[config.mk]
export PLATFORM = sky130hd
export DESIGN_NAME = disp_timing_gen
export DESIGN_NICKNAME = d
export VERILOG_FILES = /design/src/rtl/dtg_pkg.sv /design/src/rtl/dtg_regs.sv /design/src/rtl/dtg_axis.sv /design/src/rtl/dtg_out_stage.sv /design/src/rtl/disp_timing_gen.sv
export SDC_FILE = /design/constraint.sdc
export NUM_CORES = 1
export LEC_CHECK = 0
export BUFFER_PORTS_ARGS = -buffer_cell sky130_fd_sc_hd__buf_2
export CORE_UTILIZATION = 40
export CTS_CLUSTER_DIAMETER = 150
export DETAILED_ROUTE_END_ITERATION = 8
export PLACE_DENSITY = 0.64
export SETUP_SLACK_MARGIN = 0.1
export SYNTH_ARGS = -nofsm -noshare
export SYNTH_HDL_FRONTEND = slang
export SYNTH_SLANG_ARGS = --single-unit
[constraint.sdc]
create_clock -name clk_i -period 8.15 [get_ports clk_i]
set_input_delay 0.815 -clock clk_i [delete_from_list [all_inputs] [get_ports clk_i]]
set_output_delay 0.815 -clock clk_i [all_outputs]
set_load 0.02 [all_outputs]
[src/rtl/dtg_pkg.sv]
package dtg_pkg;
  parameter int unsigned CW     = 12;
  parameter int unsigned AW     = 3;
  parameter int unsigned DW     = 32;
  parameter int unsigned NPATH  = 4;
  parameter int unsigned MW     = 4;
  parameter int unsigned PW     = 4;
  localparam int unsigned HI_LSB = 16;

  typedef logic [CW-1:0] cnt_t;

  typedef struct packed {
    cnt_t sync_end;
    cnt_t act_start;
    cnt_t act_end;
    cnt_t period;
  } axis_cfg_t;

  typedef struct packed {
    axis_cfg_t          h;
    axis_cfg_t          v;
    logic [PW-1:0]      pol;
    logic [NPATH-1:0]   path;
    logic [MW-1:0]      mode;
  } disp_cfg_t;

  typedef enum logic [AW-1:0] {
    A_HTIM   = 3'd0,
    A_HWIN   = 3'd1,
    A_VTIM   = 3'd2,
    A_VWIN   = 3'd3,
    A_POL    = 3'd4,
    A_PATH   = 3'd5,
    A_MODE   = 3'd6,
    A_COMMIT = 3'd7
  } reg_addr_e;

  localparam int unsigned POL_HS = 0;
  localparam int unsigned POL_VS = 1;
  localparam int unsigned POL_DE = 2;
  localparam int unsigned POL_CK = 3;

  localparam int unsigned PATH_HDMI = 0;
  localparam int unsigned PATH_EDP  = 1;

  localparam logic [MW-1:0] MODE_RGB24 = MW'(0);
  localparam logic [MW-1:0] MODE_RGB30 = MW'(15);

  function automatic logic [NPATH-1:0] keep_lowest(input logic [NPATH-1:0] req);
    keep_lowest = req & (~req + NPATH'(1));
  endfunction
endpackage

[src/rtl/dtg_regs.sv]
module dtg_regs
  import dtg_pkg::*;
#(
  parameter disp_cfg_t RST_CFG = '0
) (
  input  logic          clk_i,
  input  logic          rst_ni,
  input  logic          wr_en_i,
  input  logic [AW-1:0] wr_addr_i,
  input  logic [DW-1:0] wr_data_i,
  input  logic          frame_wrap_i,
  output disp_cfg_t     act_o,
  output logic          pending_o
);
  disp_cfg_t shd_q, act_q;
  logic      pend_q;
  logic      commit_wr;

  assign commit_wr = wr_en_i && (reg_addr_e'(wr_addr_i) == A_COMMIT) && wr_data_i[0];

  always_ff @(posedge clk_i or negedge rst_ni) begin
    if (!rst_ni) begin
      shd_q <= RST_CFG;
    end else if (wr_en_i) begin
      case (reg_addr_e'(wr_addr_i))
        A_HTIM: begin
          shd_q.h.sync_end <= wr_data_i[CW-1:0];
          shd_q.h.period   <= wr_data_i[HI_LSB +: CW];
        end
        A_HWIN: begin
          shd_q.h.act_start <= wr_data_i[CW-1:0];
          shd_q.h.act_end   <= wr_data_i[HI_LSB +: CW];
        end
        A_VTIM: begin
          shd_q.v.sync_end <= wr_data_i[CW-1:0];
          shd_q.v.period   <= wr_data_i[HI_LSB +: CW];
        end
        A_VWIN: begin
          shd_q.v.act_start <= wr_data_i[CW-1:0];
          shd_q.v.act_end   <= wr_data_i[HI_LSB +: CW];
        end
        A_POL:  shd_q.pol  <= wr_data_i[PW-1:0];
        A_PATH: shd_q.path <= keep_lowest(wr_data_i[NPATH-1:0]);
        A_MODE: shd_q.mode <= wr_data_i[MW-1:0];
        default: ;
      endcase
    end
  end

  // commit wins over the clear so a commit on the wrap edge is kept
  always_ff @(posedge clk_i or negedge rst_ni) begin
    if (!rst_ni)           pend_q <= 1'b0;
    else if (commit_wr)    pend_q <= 1'b1;
    else if (frame_wrap_i) pend_q <= 1'b0;
  end

  always_ff @(posedge clk_i or negedge rst_ni) begin
    if (!rst_ni)                     act_q <= RST_CFG;
    else if (frame_wrap_i && pend_q) act_q <= shd_q;
  end

  assign act_o     = act_q;
  assign pending_o = pend_q;
endmodule

[src/rtl/dtg_axis.sv]
module dtg_axis
  import dtg_pkg::*;
(
  input  logic      clk_i,
  input  logic      rst_ni,
  input  logic      step_i,
  input  axis_cfg_t cfg_i,
  output logic      last_o,
  output logic      sync_o,
  output logic      act_o,
  output cnt_t      pos_o
);
  cnt_t        cnt_q;
  logic [CW:0] cnt_inc;

  assign cnt_inc = {1'b0, cnt_q} + (CW+1)'(1);
  // a zero period keeps the count parked at 0
  assign last_o  = cnt_inc >= {1'b0, cfg_i.period};

  always_ff @(posedge clk_i or negedge rst_ni) begin
    if (!rst_ni)     cnt_q <= '0;
    else if (step_i) cnt_q <= last_o ? '0 : cnt_inc[CW-1:0];
  end

  assign sync_o = cnt_q < cfg_i.sync_end;
  assign act_o  = (cnt_q >= cfg_i.act_start) && (cnt_q < cfg_i.act_end);
  assign pos_o  = act_o ? cnt_q - cfg_i.act_start : '0;
endmodule

[src/rtl/dtg_out_stage.sv]
module dtg_out_stage
  import dtg_pkg::*;
#(
  parameter bit TEN_BIT = 1'b1
) (
  input  logic [PW-1:0]    pol_i,
  input  logic [NPATH-1:0] path_i,
  input  logic [MW-1:0]    mode_i,
  input  logic             hs_i,
  input  logic             vs_i,
  input  logic             de_i,
  output logic [NPATH-1:0] hsync_o,
  output logic [NPATH-1:0] vsync_o,
  output logic [NPATH-1:0] de_o,
  output logic [NPATH-1:0] path_en_o,
  output logic [MW-1:0]    mode_o,
  output logic             dclk_inv_o
);
  logic deep_ok;

  for (genvar i = 0; i < NPATH; i++) begin : g_path
    assign hsync_o[i] = (path_i[i] && hs_i) ?  pol_i[POL_HS] : ~pol_i[POL_HS];
    assign vsync_o[i] = (path_i[i] && vs_i) ?  pol_i[POL_VS] : ~pol_i[POL_VS];
    assign de_o[i]    = (path_i[i] && de_i) ? ~pol_i[POL_DE] :  pol_i[POL_DE];
  end

  if (TEN_BIT) begin : g_deep
    assign deep_ok = path_i[PATH_HDMI] | path_i[PATH_EDP];
  end else begin : g_flat
    assign deep_ok = 1'b0;
  end

  assign mode_o     = (mode_i == MODE_RGB30 && deep_ok) ? MODE_RGB30 : MODE_RGB24;
  assign path_en_o  = path_i;
  assign dclk_inv_o = pol_i[POL_CK];
endmodule

[src/rtl/disp_timing_gen.sv]
module disp_timing_gen
  import dtg_pkg::*;
#(
  parameter bit        TEN_BIT = 1'b1,
  parameter disp_cfg_t RST_CFG = '{
    h: '{sync_end: 12'd2, act_start: 12'd4, act_end: 12'd12, period: 12'd16},
    v: '{sync_end: 12'd1, act_start: 12'd2, act_end: 12'd6,  period: 12'd8},
    pol: 4'd0, path: 4'd0, mode: 4'd0}
) (
  input  logic             clk_i,
  input  logic             rst_ni,
  input  logic             wr_en_i,
  input  logic [AW-1:0]    wr_addr_i,
  input  logic [DW-1:0]    wr_data_i,
  output logic [NPATH-1:0] hsync_o,
  output logic [NPATH-1:0] vsync_o,
  output logic [NPATH-1:0] de_o,
  output logic [CW-1:0]    pix_x_o,
  output logic [CW-1:0]    pix_y_o,
  output logic [NPATH-1:0] path_en_o,
  output logic [MW-1:0]    out_mode_o,
  output logic             dclk_inv_o
);
  disp_cfg_t act_cfg;
  logic      pending;
  logic      h_last, v_last, h_sync, v_sync, h_act, v_act;
  logic      frame_wrap, de_raw;
  cnt_t      h_pos, v_pos;

  assign frame_wrap = h_last & v_last;

  dtg_regs #(.RST_CFG(RST_CFG)) u_regs (
    .clk_i, .rst_ni, .wr_en_i, .wr_addr_i, .wr_data_i,
    .frame_wrap_i(frame_wrap),
    .act_o       (act_cfg),
    .pending_o   (pending)
  );

  dtg_axis u_hax (
    .clk_i, .rst_ni,
    .step_i(1'b1),
    .cfg_i (act_cfg.h),
    .last_o(h_last),
    .sync_o(h_sync),
    .act_o (h_act),
    .pos_o (h_pos)
  );

  dtg_axis u_vax (
    .clk_i, .rst_ni,
    .step_i(h_last),
    .cfg_i (act_cfg.v),
    .last_o(v_last),
    .sync_o(v_sync),
    .act_o (v_act),
    .pos_o (v_pos)
  );

  assign de_raw  = h_act & v_act;
  assign pix_x_o = de_raw ? h_pos : '0;
  assign pix_y_o = de_raw ? v_pos : '0;

  dtg_out_stage #(.TEN_BIT(TEN_BIT)) u_out (
    .pol_i     (act_cfg.pol),
    .path_i    (act_cfg.path),
    .mode_i    (act_cfg.mode),
    .hs_i      (h_sync),
    .vs_i      (v_sync),
    .de_i      (de_raw),
    .hsync_o, .vsync_o, .de_o, .path_en_o,
    .mode_o    (out_mode_o),
    .dclk_inv_o
  );
endmodule

# ---- Yosys cells after proc, flatten, opt, wreduce, memory -nomap -nowiden
# Cells that the tools add are included.
dict set report word_totals {
  out_inout_bits 45
  elab_cells 102
  in_bits 38
  ff_bits 241
}
dict set report op_classes {
  addsub 5
  n_reduce_logical 27
  bitwise 8
  eq_ne 8
  mux 21
  order_cmp 8
}
# op n
set op_table {}
lappend op_table {{$mux W12} 6}
lappend op_table {{$lt A12 B12 Y1} 4}
lappend op_table {{$add A12 B1 Y13 const B} 2}
lappend op_table {{$ge A13 B12 Y1} 2}
lappend op_table {{$ge A12 B12 Y1} 2}
lappend op_table {{$sub A12 B12 Y12} 2}
lappend op_table {{$logic_and A1 B1 Y1} 18}
lappend op_table {{$mux W1} 14}
lappend op_table {{$reduce_and A2 Y1} 7}
lappend op_table {{$eq A3 B3 Y1 const B} 4}
lappend op_table {{$eq A3 B2 Y1 const B} 2}
lappend op_table {{$add A4 B1 Y4 const B} 1}
lappend op_table {{$and A4 B4 Y4} 1}
lappend op_table {{$eq A4 B4 Y1 const B} 1}
lappend op_table {{$mux W4} 1}
lappend op_table {{$not A4 Y4} 1}
lappend op_table {{$eq A3 B1 Y1 const B} 1}
lappend op_table {{$logic_not A3 Y1} 1}
lappend op_table {{$not A1 Y1} 3}
lappend op_table {{$and A1 B1 Y1} 2}
lappend op_table {{$reduce_bool A2 Y1} 1}
lappend op_table {{$or A1 B1 Y1} 1}

# ---- Longest topological paths before layout
# Gate-level depths: netlist of the first run.
dict set report depth {
  ltp_word 5
  mapped_depth 15
  mapped_depth_nobuf 12
}

# ---- Modules after synthesis
# A second synthesis of the first run with hierarchy kept.
dict set report hier_totals {
  hier_cells 1108
  area_unflattened_um2 13172.6
}
# module n_inst area_each_um2 cells_each
set modules_own_cells {}
lappend modules_own_cells {dtg_regs 1 8368.0 475}
lappend modules_own_cells {{dtg_axis at u_hax} 1 2208.4 289}
lappend modules_own_cells {{dtg_axis at u_vax} 1 2160.8 277}
lappend modules_own_cells {dtg_out_stage 1 229.0 36}
lappend modules_own_cells {disp_timing_gen 1 206.4 31}

# ---- Least setup slack after synthesis of the first run
# OpenSTA, ideal clock, no wires.
dict set report synth_path {
  path_kind {register to output}
  from {reg u_vax.cnt_q[0]}
  to {out pix_y_o[5]}
  setup_slack_ps 4637
  path_buffers 1
  stages_incl_launch_ff 12
  required_time_ps 7335
  arrival_ps 2698
  cell_sequence {dfrtp_1 -> inv_1 -> ha_1 -> inv_1 -> fa_1 -> nand3_1 -> and2_1 -> a2111o_1 -> a22o_1 -> or3_1 -> buf_2 -> nor3b_1}
}
dict set report synth_via {
  elab_chain_len 4
  word_cells_on_any_way 7
}
# item line_no
set synth_rtl {}
lappend synth_rtl {{start, declared} dtg_axis.sv:13} ;# cnt_t cnt_q;
lappend synth_rtl {{start signal, assigned} dtg_axis.sv:22} ;# else if (step_i) cnt_q <= last_o ? '0 : cnt_inc[CW-1:0];
lappend synth_rtl {{$ge A12 B12 Y1 / $lt A12 B12 Y1 (equally long branches)} dtg_axis.sv:26} ;# assign act_o = (cnt_q >= cfg_i.act_start) && (cnt_q < cfg_i.act_end);
lappend synth_rtl {{$logic_and A1 B1 Y1} dtg_axis.sv:26}
lappend synth_rtl {{$mux W12 / $and A1 B1 Y1 (equally long branches)} {dtg_axis.sv:27, disp_timing_gen.sv:59}}
lappend synth_rtl {{$mux W12 *} disp_timing_gen.sv:61} ;# assign pix_y_o = de_raw ? v_pos : '0;
lappend synth_rtl {{end, declared} disp_timing_gen.sv:19} ;# output logic [CW-1:0] pix_y_o,
# Every way passes the cells marked *; elsewhere a longest branch is shown, timed or not.

# ---- Worst setup path in the final report of the first run
dict set report layout_path {
  from {reg u_hax.cnt_q[1]}
  to {reg u_regs.act_q (netlist bit u_regs.act_o[46])}
}
dict set report layout_via {
  elab_chain_len 4
}
# item line_no
set layout_rtl {}
lappend layout_rtl {{start, declared} dtg_axis.sv:13}
lappend layout_rtl {{start signal, assigned} dtg_axis.sv:22}
lappend layout_rtl {{$add A12 B1 Y13} dtg_axis.sv:16} ;# assign cnt_inc = {1'b0, cnt_q} + (CW+1)'(1);
lappend layout_rtl {{$ge A13 B12 Y1} dtg_axis.sv:18} ;# assign last_o = cnt_inc >= {1'b0, cfg_i.period};
lappend layout_rtl {{$and A1 B1 Y1} disp_timing_gen.sv:30} ;# assign frame_wrap = h_last & v_last;
lappend layout_rtl {{$logic_and A1 B1 Y1} dtg_regs.sv:59} ;# else if (frame_wrap_i && pend_q) act_q <= shd_q;
lappend layout_rtl {{end signal, assigned} dtg_regs.sv:59}
lappend layout_rtl {{end, declared} dtg_regs.sv:15} ;# disp_cfg_t shd_q, act_q;
# Every way passes these cells.
# A chain may end at the register's enable or synchronous reset.

==> results of run 1 <==
final timing paths:
path / start / endpoint / slack, ns
max in group asynchronous: rst_ni / u_regs.shd_q[23] / 6.54
hold / removal: rst_ni / u_regs.shd_q[49] / 0.24
hold reg to reg: u_regs.shd_q[5] / u_regs.shd_q[5] / 0.48
min in group clk_i: u_regs.shd_q[5] / u_regs.shd_q[5] / 0.48
setup / recovery: u_hax.cnt_q[1] / u_regs.act_o[46] / 3.09
setup reg to reg: u_hax.cnt_q[1] / u_regs.act_o[46] / 3.09
layout make-up:
| type | count | area share, % |
|---|---|---|
| multi-input combinational | 701 | 42.5 |
| sequential | 241 | 41.8 |
| clock buffer | 37 | 5.27 |
| tap | 402 | 3.48 |
| timing repair buffer | 82 | 3.13 |
| inverter | 109 | 2.83 |
| clock inverter | 10 | 0.942 |
| antenna | 1 | 0.0173 |
power by group through the flow:
stage | registers [mW] | logic (mW) | clock network, mW
6_report | 1.80 | 1.89 | 1.22
5_1_grt | 1.85 | 2.13 | 1.30
4_1_cts | 1.80 | 1.91 | 1.25
3_5_place_dp | 1.82 | 1.90 | 0
3_3_place_gp | 1.80 | 1.86 | 0
2_1_floorplan | 1.72 | 1.50 | 0
worst reg2reg max path: cells and delay by family (launching register included):
kind / cells / cell delay (ns)
AO/OA/AOI/OAI: 1 / 0.12
AND/OR/NAND/NOR: 7 / 2.06
buffers and inverters: 2 / 0.96
XOR/XNOR: 1 / 0.18
multiplexers: 1 / 0.44
adder cells (fa/ha/maj): 2 / 0.61
flip-flops: 1 / 0.56
state kept, by name, summed over array words and instances, names as in the netlist:
name              flops
u_regs.pending_o      1
u_vax.cnt_q          12
u_hax.cnt_q          12
u_regs.act_o        108
u_regs.shd_q        108
cell usage after synthesis (all sizes together), types with 4 or more instances:
library cell / n
inv: 109
a21o: 17
a211oi: 8
ha: 95
o21ai: 32
nand2b: 9
nand4: 14
a21oi: 47
nor3: 19
mux2: 213
nor4: 8
nand2: 31
nand3: 28
and3: 16
nor2: 36
buf: 26
xor2: 16
nor3b: 7
nor2b: 9
and4: 4
dfstp: 20
xnor2: 22
nand4b: 7
a22o: 6
a32o: 5
clkbuf: 17
dfrtp: 221
o21a: 7
or4: 4
a31oi: 8
layer usage:
layer | global-route usage [%] | wire [microns]
met5 | 0 | 0
met3 | 2.12 | 980
met2 | 29.3 | 13200
met4 | 3.97 | 532
met1 | 23.5 | 13000
cells by family (layout without fill, tap and decap cells):
logic type	Yosys count	count (layout)	synth area share (%)
AOI/OAI and AO/OA	147	147	7.52
xor gates and xnor gates	38	38	2.59
adders and majority gates	97	97	9.57
buffers and inverters	152	238	5.06
DFF	241	241	47.2
muxes	216	216	19.5
other	0	1	0
and+or+nand+nor	203	203	8.58
==> metrics.md, run 1 <==
| Metric | Value |
|---|---|
| Highest clock rate | `198 MHz` |
| Leakage power | `6.82 nW` |
| Layout Cells excl Fill | `1583` |
| WP data arrival | `5.46 ns` |
| Latest clock arrival within the worst-skew pair | `0.53 ns` |
| Net Sw Power | `1.73 mW` |
| WS Path Type | `reg2reg` |
| Area of the multi-input gates | `6150 sq um` |
| Critical path's slowest cell | `and3_4` |
| Buffers on Ports | `74` |
| RePlAce Congestion | `0.843` |
| Critical-path cell list | `ha_1 > nand3_1 > nor2_1 > nand3_1 > xnor2_1 > ha_1 > nand4_1 > a21oi_1 > nand3_1 > nand2_1 > buf_4 > and3_4 > buf_4 > mux2_2` |
| Initial detailed-routing violation count | `365` |
| CTS tree | `yes` |
| Hpwl dp | `19.7 mm` |
| Post-synth EDFFs | `0` |
| Post-synth net total | `1229` |
| PwrDens | `339 nW/um^2` |
| Worst path max stage delay | `0.93 ns` |
| Logic pwr share | `38.5%` |
| # setup viols final | `0` |
| Critical path startpoint category | `register` |
| Commonest non-fill, non-tap cell in the layout | `dfrtp_1` |
| Via count | `8321` |
| Register area | `6060 sq um` |
| Post-synth top area share | `43.1%` |
| PnR worst setup slack | `3.09 ns` |
| Post-Route Utilization | `45.9%` |
| H-tree levels | `1` |
| Most frequent cells in the layout | `221 x dfrtp_1, 193 x mux2_2, 109 x inv_1` |
| Synthesis-stage register bit count | `241` |
| Post-synthesis sequential area ratio | `47.2%` |
| Initial antenna violation count | `0` |
| Async SR Flop Fraction | `100%` |
| Worst-path clk slew | `0.06 ns` |
| Die Wd | `181 microns` |
| Worst-path fanout max | `64` |
| Tmin final | `5.06 ns` |
| Clk network pwr share | `24.9%` |
| GRT overflow | `0` |
| Final Hold Fails | `0` |
| Slew Limit Fails | `0` |
| CP delay by family, top | `simple AND/OR/NAND/NOR gates` |
| Placed insts | `1535` |
| Max Root-Sink Buffers | `3` |
| Setup bufs post-CTS | `0` |
| Hold WC Path Type | `in2async` |
| Worst Path Required | `8.55 ns` |
| Final instance area | `14500 sq um` |
| Status | `completed` |
| Site Rows | `65` |
| CTS Hold Bufs | `0` |
| Io pins | `83` |
| Core Area | `31600 sq um` |
| Largest net degree at the start of global routing | `176` |
| Clock sinks | `241` |
| TNS Setup | `0 ns` |
| Hold slack | `0.244 ns` |
| Antenna Nets Post-Route | `0` |
| Synthesized instance count | `1094` |
| DRC violations left | `0` |
| Mean area per synthesized cell | `11.7 sq um` |
| Slew headroom | `28.6%` |
| Placement Setup Slack | `3.07 ns` |
| Reg2reg path depth | `14` |
| Global-route wire length before repair | `45.4 mm` |
| Sequential Power Share | `36.7%` |
| Dominant cell type by area after synthesis | `dfrtp_1` |
| Synth unique cells | `55` |
| Layout cells sized above 1 | `31.3%` |
| WL/cell | `17.5 microns` |
| Initial Utilization | `40.7%` |
| Total Nets Final | `1296` |
| Worst Tran Pin Value | `1.07 ns` |
| Synth area leaders | `dfrtp_1 43%, mux2_2 17%, ha_1 9.3%` |
| Final period utilization | `62.1%` |
| Netlist Area Pre-Place | `12800 sq um` |
| CP bufs+invs | `2` |
| CTS buffer count | `26` |
| Max-cap violations | `0` |
| Final setup skew | `0.0144 ns` |
| Vias in the first global route | `8520` |
| Sw Share | `35.2%` |
| Main synth FF type | `dfrtp_1` |
| CP endpoint kind | `register` |
| DIE HEIGHT | `181 microns` |
| Worst path most repeated cell | `nand3_1` |
| Final wirelength | `27.8 mm` |
| Root Driver | `clkbuf_16` |
| Cell Int Power | `3.18 mW` |
| RSZ-0062 raised after global routing | `false` |
| Resized Gates After CTS | `0` |
| Drt via density | `5.26` |
| Tot GR Track Use | `17.3%` |
| Die area | `32800 sq um` |
| Layout fillers | `2939` |
| Placed cell area | `13600 sq um` |
| Final Power | `4.91 mW` |
| Peak VDD IR | `0.000165 V` |
| Area Overhead vs Synth | `12.8%` |
| Levels on crit path | `14` |
| Drt first pass iters | `4` |
| Yosys warns | `0` |
No activity file was read; power rests on OpenSTA's default activity.
==> run 2, diff against run 1 <==
ABC_AREA = 1   (was unset)
PLACE_DENSITY = 0.66   (was 0.64)
clock period = 4.11 ns   (was 8.15 ns; I/O delays follow)
==> run 2 against run 1 <==
Compared with the run above:
- flip-flop and latch count is the same
- sequential share of layout area shrank 1.1 points
- setup slack lost 2.6 ns
- core utilization shrank 0.13 points
- clock power grew 99%
- critical path depth is the same
==> metrics.md, run 2 <==
| Metric | Value |
|---|---|
| DRC violations left | `0 (unchanged)` |
| Site Rows | `66 (was 65)` |
| Post-synth top area share | `41.8% (was 43.1%)` |
| Sw Share | `44.9% (was 35.2%)` |
| Initial detailed-routing violation count | `676 (was 365)` |
| Synth Area in Adders | `9.28% (was 9.57%)` |
| Tot GR Track Use | `20.5% (was 17.3%)` |
| Die area | `33800 sq um (was 32800 sq um)` |
| WS Path Type | `reg2out (was reg2reg)` |
| Most frequent cell after synthesis | `nand2_1 (was dfrtp_1)` |
| Layout cells sized above 1 | `9.63% (was 31.3%)` |
| WL/cell | `15.5 microns (was 17.5 microns)` |
| PwrDens | `721 nW/um^2 (was 339 nW/um^2)` |
| RR Startpoint | `u_hax.cnt_q[1] (unchanged)` |
| TNS Setup | `0 ns (unchanged)` |
| Worst-path clk slew | `0.06 ns (about the same)` |
| Most frequent cells after synthesis | `512 x nand2_1, 221 x dfrtp_1, 202 x inv_1, 133 x nand4_1, 124 x o21ai_0 (was 221 x dfrtp_1, 193 x mux2_2, 109 x inv_1, 95 x ha_1, 47 x a21oi_1)` |
| Diode count | `0 (was 1)` |
| # setup viols final | `0 (unchanged)` |
| Yosys warns | `0 (unchanged)` |
| Clk network pwr share | `22.6% (was 24.9%)` |
| Post-synth EDFFs | `0 (unchanged)` |
| Cell Int Power | `5.92 mW (was 3.18 mW)` |
| Die Wd | `184 microns (was 181 microns)` |
| Hold WC Path Type | `in2reg (was in2async)` |
| Hold slack | `0.119 ns (was 0.244 ns)` |
| Synth area leaders | `dfrtp_1 42%, nand2_1 15%, ha_1 9.0% (was dfrtp_1 43%, mux2_2 17%, ha_1 9.3%)` |
| Final setup skew | `0.0121 ns (was 0.0144 ns)` |
| Critical path startpoint category | `register (unchanged)` |
| Commonest non-fill, non-tap cell in the layout | `nand2_1 (was dfrtp_1)` |
| Vias in the first global route | `10748 (was 8520)` |
| Slew Limit Fails | `0 (unchanged)` |
| Area Overhead vs Synth | `12.5% (was 12.8%)` |
| Max Root-Sink Buffers | `3 (unchanged)` |
| Total Nets Final | `1838 (was 1296)` |
| Global-route wire length before repair | `55.3 mm (was 45.4 mm)` |
| WP data arrival | `3.21 ns (was 5.46 ns)` |
| Post-synthesis sequential area ratio | `45.8% (was 47.2%)` |
| Status | `completed (unchanged)` |
| CTS tree | `yes (unchanged)` |
| Root Driver | `clkbuf_16 (unchanged)` |
| Post-Route Utilization | `45.7% (was 45.9%)` |
| Logic pwr share | `45.2% (was 38.5%)` |
| GRT overflow | `0 (unchanged)` |
| Hold Crit Start | `wr_data_i[1]` |
| Antenna Nets Post-Route | `0 (unchanged)` |
| Final period utilization | `88.0%` |
| Clock sinks | `241 (unchanged)` |
| Worst path most repeated cell | `nor2_1 (was nand3_1)` |
| Sequential Power Share | `32.1% (was 36.7%)` |
| Mean area per synthesized cell | `7.95 sq um (was 11.7 sq um)` |
| Drt via density | `5.06 (was 5.26)` |
| RSZ-0062 raised after global routing | `false (unchanged)` |
| Final wirelength | `33.5 mm (was 27.8 mm)` |
| CTS buffer count | `27 (was 26)` |
| CP endpoint kind | `output pin (was register)` |
| Initial Utilization | `40.7% (about the same)` |
| Dominant cell type by area after synthesis | `dfrtp_1 (unchanged)` |
| Synth unique cells | `32 (was 55)` |
| Worst Setup SP | `u_vax.cnt_q[0] (was u_hax.cnt_q[1])` |
| Largest family of logic cells by synthesized area | `simple AND/OR/NAND/NOR gates (was multiplexers)` |
| Most frequent cells in the layout | `511 x nand2_1, 220 x dfrtp_1, 202 x inv_1 (was 221 x dfrtp_1, 193 x mux2_2, 109 x inv_1)` |
| Slew headroom | `28.0% (was 28.6%)` |
| Max-cap violations | `0 (unchanged)` |
| DIE HEIGHT | `184 microns (was 181 microns)` |
| Worst path max stage delay | `0.43 ns (was 0.93 ns)` |
| Via count | `10958 (was 8321)` |
| Synthesis-stage register bit count | `241 (unchanged)` |
| Hpwl dp | `22.8 mm (was 19.7 mm)` |
| Core Area | `32500 sq um (was 31600 sq um)` |
| Main synth FF type | `dfrtp_1 (unchanged)` |
| Xor/xnor share of the synthesized area | `2.12% (was 2.59%)` |
| Setup bufs post-CTS | `0 (unchanged)` |
| Initial antenna violation count | `0 (unchanged)` |
| Simple-Gate Fraction of Synth Area | `26.8% (was 8.58%)` |
| Leakage power | `7.93 nW (was 6.82 nW)` |
| Io pins | `83 (unchanged)` |
| Worst-path fanout max | `11 (was 64)` |
| Drt first pass iters | `5 (was 4)` |
| Net Sw Power | `4.82 mW (was 1.73 mW)` |
| Tmin final | `3.62 ns` |
| Async SR Flop Fraction | `100% (unchanged)` |
| RePlAce Congestion | `0.854 (was 0.843)` |
| Critical-path cell list | `inv_1 > ha_1 > inv_1 > fa_1 > inv_1 > nor2_1 > nor2_1 > a21oi_1 > nor2_1 > nor2_1 > nand2_2 > buf_4 > nor2_1 > buf_2 (was ha_1 > nand3_1 > nor2_1 > nand3_1 > xnor2_1 > ha_1 > nand4_1 > a21oi_1 > nand3_1 > nand2_1 > buf_4 > and3_4 > buf_4 > mux2_2)` |
| Peak VDD IR | `0.000992 V (was 0.000165 V)` |
| Buffers on Ports | `74 (unchanged)` |
| Synth Area in Compound Gates | `7.10% (was 7.52%)` |
| Worst Path Required | `3.70 ns (was 8.55 ns)` |
| H-tree levels | `1 (unchanged)` |
| Post-synthesis mux area share | `0% (was 19.5%)` |
| Latest clock arrival within the worst-skew pair | `0.54 ns (was 0.53 ns)` |
| Final Hold Fails | `0 (unchanged)` |
| Netlist Area Pre-Place | `13200 sq um (was 12800 sq um)` |
| Final Power | `10.7 mW (was 4.91 mW)` |
| Critical path's slowest cell | `dfrtp_1 (was and3_4)` |
| Highest clock rate | `276 MHz` |
| Largest net degree at the start of global routing | `138 (was 176)` |
| Synthesized instance count | `1664 (was 1094)` |
| Post-synth net total | `1799 (was 1229)` |
| Worst Tran Pin Value | `1.08 ns (was 1.07 ns)` |
## run 2: changes by cell type in the layout (fill, tap and decap cells not counted), sizes merged, moves of 12 or more
| cell | change |
|---|---|
| xnor2 | -15 |
| and3 | -16 |
| nor2 | +62 |
| nand3 | +36 |
| buf | +12 |
| a21o | -14 |
| inv | +95 |
| nor3 | -12 |
| mux2 | -213 |
| nand4 | +119 |
| nand2 | +481 |
| o21ai | +92 |
## run 2: area by class of cell
class / instances / area, sq um
Clock buffer: 37 / 743
Clock inverter: 12 / 144
Timing Repair Buffer: 95 / 591
Inverter: 205 / 769
Fill cell: 3261 / 17700
Multi-Input combinational cell: 1133 / 6020
Sequential cell: 241 / 6060
Tap cell: 442 / 553
## run 2: worst paths after layout
path | to | slack [ns] | depth (start not counted)
worst min-delay path | u_regs.shd_q[5] | 0.12 | 3
worst max-delay path | pix_y_o[10] | 0.49 | 14
max in group asynchronous | u_regs.shd_q[56] | 2.61 | 3
worst min register to register | u_regs.act_o[86] | 0.47 | 2
worst max register to register | u_hax.cnt_q[9] | 0.57 | 15
min in group asynchronous | u_regs.shd_q[8] | 0.43 | 2
## run 2: logic make-up after synthesis
group                    after synthesis
flip-flops                           241
AND/OR/NAND/NOR                      821
buffers and inverters                290
adder cells (fa/ha/maj)               97
XOR/XNOR                              32
AO/OA/AOI/OAI                        183
## run 2: stage by stage
step | setup slack [ns] | instance area [sq um] | cells
2_1_floorplan | 1.46 | 13200 | 1664
3_3_place_gp | 0.692 | 14000 | 2115
3_5_place_dp | 0.583 | 14000 | 2115
4_1_cts | 0.272 | 14900 | 2165
5_1_grt | 0.163 | 14900 | 2165
6_report | 0.492 | 14900 | 2165
## run 2: power by group through the flow
| stage | combinational (mW) | clock (mW) | sequential [mW] |
|---|---|---|---|
| 6_report | 4.86 | 2.43 | 3.45 |
| 5_1_grt | 5.53 | 2.57 | 3.53 |
| 4_1_cts | 4.87 | 2.48 | 3.45 |
| 3_5_place_dp | 4.85 | 0 | 3.48 |
| 3_3_place_gp | 4.75 | 0 | 3.46 |
| 2_1_floorplan | 3.65 | 0 | 3.32 |
## run 2: metal layers
metal,track usage [%],part of all wire (%)
met1,27.8,47
met2,33.8,46
met3,2.65,4.6
met4,6.57,2.8
met5,0,0
## run 2: repair_timing
action / 4_1_cts / 5_1_grt
resized for setup: 0 / 1
hold buffers: 1 / 0
endpoints found under the hold margin: 63 / 0
setup endpoints to repair: 0 / 10
## run 2: worst max-delay path, delay by kind of cell, from the launching register on
family,cells,cell delay (ns)
flops,1,0.43
compound gates,1,0.12
simple gates,6,0.75
fa+ha+maj,2,0.63
buf+inv,5,0.72
==> run 3, diff against run 2 <==
==> constraint.sdc (replaced) <==
create_clock -name clk_i -period 4.11 [get_ports clk_i]
set_input_delay 0.411 -clock clk_i [delete_from_list [all_inputs] [get_ports clk_i]]
set_output_delay 0.411 -clock clk_i [all_outputs]
set_load 0.01 [all_outputs]
==> run 3 against run 2 <==
Compared with the run above:
- register-to-register slack worse by 0.05 ns
- flip-flop and latch count unchanged
- critical endpoint is now u_hax.cnt_q[9]
- routed wire length is 1.1% lower
- die area unchanged
- cell area down 0.41%
- non-clock buffer count is 1 lower
- clock-buffer cell count grew 7
- total power decreased by 2.4%
- final cell count unchanged
- worst hold slack worse by 0.0027 ns
- setup slack improved by 0.029 ns
- first-iteration DRC count increased by 8.4%
==> metrics.md, run 3 (synthesized netlist as in run 2, its figures left out) <==
| Metric | Value |
|---|---|
| Critical path startpoint category | `register (unchanged)` |
| WP data arrival | `4.02 ns (was 3.21 ns)` |
| GRT overflow | `0 (unchanged)` |
| RSZ-0062 raised after global routing | `false (unchanged)` |
| Root Driver | `clkbuf_16 (unchanged)` |
| Initial detailed-routing violation count | `733 (was 676)` |
| Die area | `33800 sq um (unchanged)` |
| Drt first pass iters | `5 (unchanged)` |
| Site Rows | `66 (unchanged)` |
| # setup viols final | `0 (unchanged)` |
| Io pins | `83 (unchanged)` |
| Largest net degree at the start of global routing | `138 (unchanged)` |
| Buffers on Ports | `74 (unchanged)` |
| Area of the multi-input gates | `6020 sq um (unchanged)` |
| Placed insts | `2114 (was 2115)` |
| PwrDens | `707 nW/um^2 (was 721 nW/um^2)` |
| WS Path Type | `reg2reg (was reg2out)` |
| Hold WC Path Type | `in2reg (unchanged)` |
| WL/cell | `15.3 microns (was 15.5 microns)` |
| CTS buffer count | `27 (unchanged)` |
| Max-cap violations | `0 (unchanged)` |
| Max Root-Sink Buffers | `3 (unchanged)` |
| Slew Limit Fails | `0 (unchanged)` |
| Global-route wire length before repair | `55.4 mm (was 55.3 mm)` |
| Tmin final | `3.59 ns (was 3.62 ns)` |
| Final Hold Fails | `0 (unchanged)` |
| Clock sinks | `241 (unchanged)` |
| Worst-path clk slew | `0.06 ns (about the same)` |
| Diode count | `0 (unchanged)` |
| Area Overhead vs Synth | `12.0% (was 12.5%)` |
| Drt via density | `5.02 (was 5.06)` |
| Most frequent cells in the layout | `511 x nand2_1, 220 x dfrtp_1, 202 x inv_1 (unchanged)` |
| Leakage power | `7.90 nW (was 7.93 nW)` |
| Layout fillers | `3300 (was 3261)` |
| DRC violations left | `0 (unchanged)` |
| Vias in the first global route | `10905 (was 10748)` |
| RePlAce Congestion | `0.856 (was 0.854)` |
| Via count | `10873 (was 10958)` |
| Antenna Nets Post-Route | `0 (unchanged)` |
| Layout cells sized above 1 | `9.40% (was 9.63%)` |
| Final wirelength | `33.1 mm (was 33.5 mm)` |
| DIE HEIGHT | `184 microns (unchanged)` |
| Initial Utilization | `40.7% (unchanged)` |
| Total Nets Final | `1837 (was 1838)` |
| Worst Tran Pin Value | `1.07 ns (was 1.08 ns)` |
| TNS Setup | `0 ns (unchanged)` |
| Highest clock rate | `279 MHz (was 276 MHz)` |
| Register area | `6060 sq um (unchanged)` |
| Hold Path Depth | `3 (unchanged)` |
| Peak VDD IR | `0.000871 V (was 0.000992 V)` |
| Final period utilization | `87.3% (was 88.0%)` |
| Tot GR Track Use | `20.5% (about the same)` |
| Final setup skew | `0.0269 ns (was 0.0121 ns)` |
| Slew headroom | `28.7% (was 28.0%)` |
| Hold Crit Start | `wr_data_i[1] (unchanged)` |
| CP endpoint kind | `register (was output pin)` |
| Latest clock arrival within the worst-skew pair | `0.54 ns (about the same)` |
| Critical R2R Capture | `u_hax.cnt_q[9] (unchanged)` |
| Commonest non-fill, non-tap cell in the layout | `nand2_1 (unchanged)` |
| Setup bufs post-CTS | `0 (unchanged)` |
| Hpwl dp | `22.7 mm (was 22.8 mm)` |
| Worst-path fanout max | `137 (was 11)` |
| RR Startpoint | `u_hax.cnt_q[1] (unchanged)` |
| Initial antenna violation count | `0 (unchanged)` |
| Reg2Reg Setup Slack | `0.52 ns (was 0.57 ns)` |
| Layout Cells excl Fill | `2165 (unchanged)` |
| Hold path endpoint | `u_regs.shd_q[5] (unchanged)` |
| Reg2reg path depth | `16 (was 15)` |
| Final Power | `10.5 mW (was 10.7 mW)` |
| Core Area | `32500 sq um (unchanged)` |
| Status | `completed (unchanged)` |
| Die Wd | `184 microns (unchanged)` |
| Worst Path Required | `4.54 ns (was 3.70 ns)` |
| H-tree levels | `1 (unchanged)` |
| CTS tree | `yes (unchanged)` |
run 3: power breakdown:
group / internal (mW) / switching, mW / leakage (nW)
clock: 1.32 / 0.933 / 0.413
sequential: 3.01 / 0.442 / 3.09
combinational: 1.46 / 3.31 / 4.41
run 3: worst max-delay path, cell delays in order (launching register included):
cell,delay (ns)
dfrtp_1,0.52
ha_1,0.23
nand2_1,0.07
nor2_1,0.25
nand2_1,0.15
xor2_1,0.23
inv_1,0.08
ha_1,0.29
nand2_1,0.09
nor2_1,0.15
nand4_1,0.12
nand2_1,0.09
nand2_1,0.08
nand3_4,0.12
buf_12,0.37
inv_2,0.21
and2_1,0.22
run 3: worst max-delay path by stage:
stage,startpoint,endpoint,slack [ns]
finish,u_hax.cnt_q[1],u_hax.cnt_q[9],0.52
global route,u_vax.cnt_q[0],pix_y_o[10],0.25
CTS,u_vax.cnt_q[0],pix_y_o[10],0.29
detailed placement,u_hax.cnt_q[1],u_hax.cnt_q[9],0.57
global placement,u_hax.cnt_q[1],u_hax.cnt_q[9],0.68
floorplan,u_hax.cnt_q[1],u_regs.act_o[5],1.46
run 3: final cells by class:
class	count	share of cell area, %
Clock buffer	44	5.39
Clock inverter	6	0.228
Inverter	205	5.19
Multi-Input combinational cell	1133	40.6
Sequential cell	241	40.9
Tap cell	442	3.73
Timing Repair Buffer	94	3.93
run 3: repair_timing:
item | 4_1_cts | 5_1_grt
gates resized for setup | 0 | 1
endpoints found under the setup margin | 0 | 9
endpoints found under the hold margin | 63 | 0
hold buffers | 1 | 0
run 3: metal layers:
layer  GRT usage, %  vias up  routed length (microns)
met2           33.9      228                    15200
li1               -     5474                        -
met3           2.71       51                     1440
met5              0        -                        0
met1           27.7     5120                    15600
met4           6.50        0                      885
run 3: per-stage QoR:
step	hold slack [ns]	setup WS [ns]	utilization (%)	cell area, sq um
final	0.117	0.521	45.6	14800
after global routing	0.127	0.254	45.6	14800
after CTS	0.101	0.291	45.5	14800
after detailed placement	0.425	0.567	43.0	14000
after global placement	0.419	0.683	43.0	14000
after floorplan	0.115	1.46	-	13200
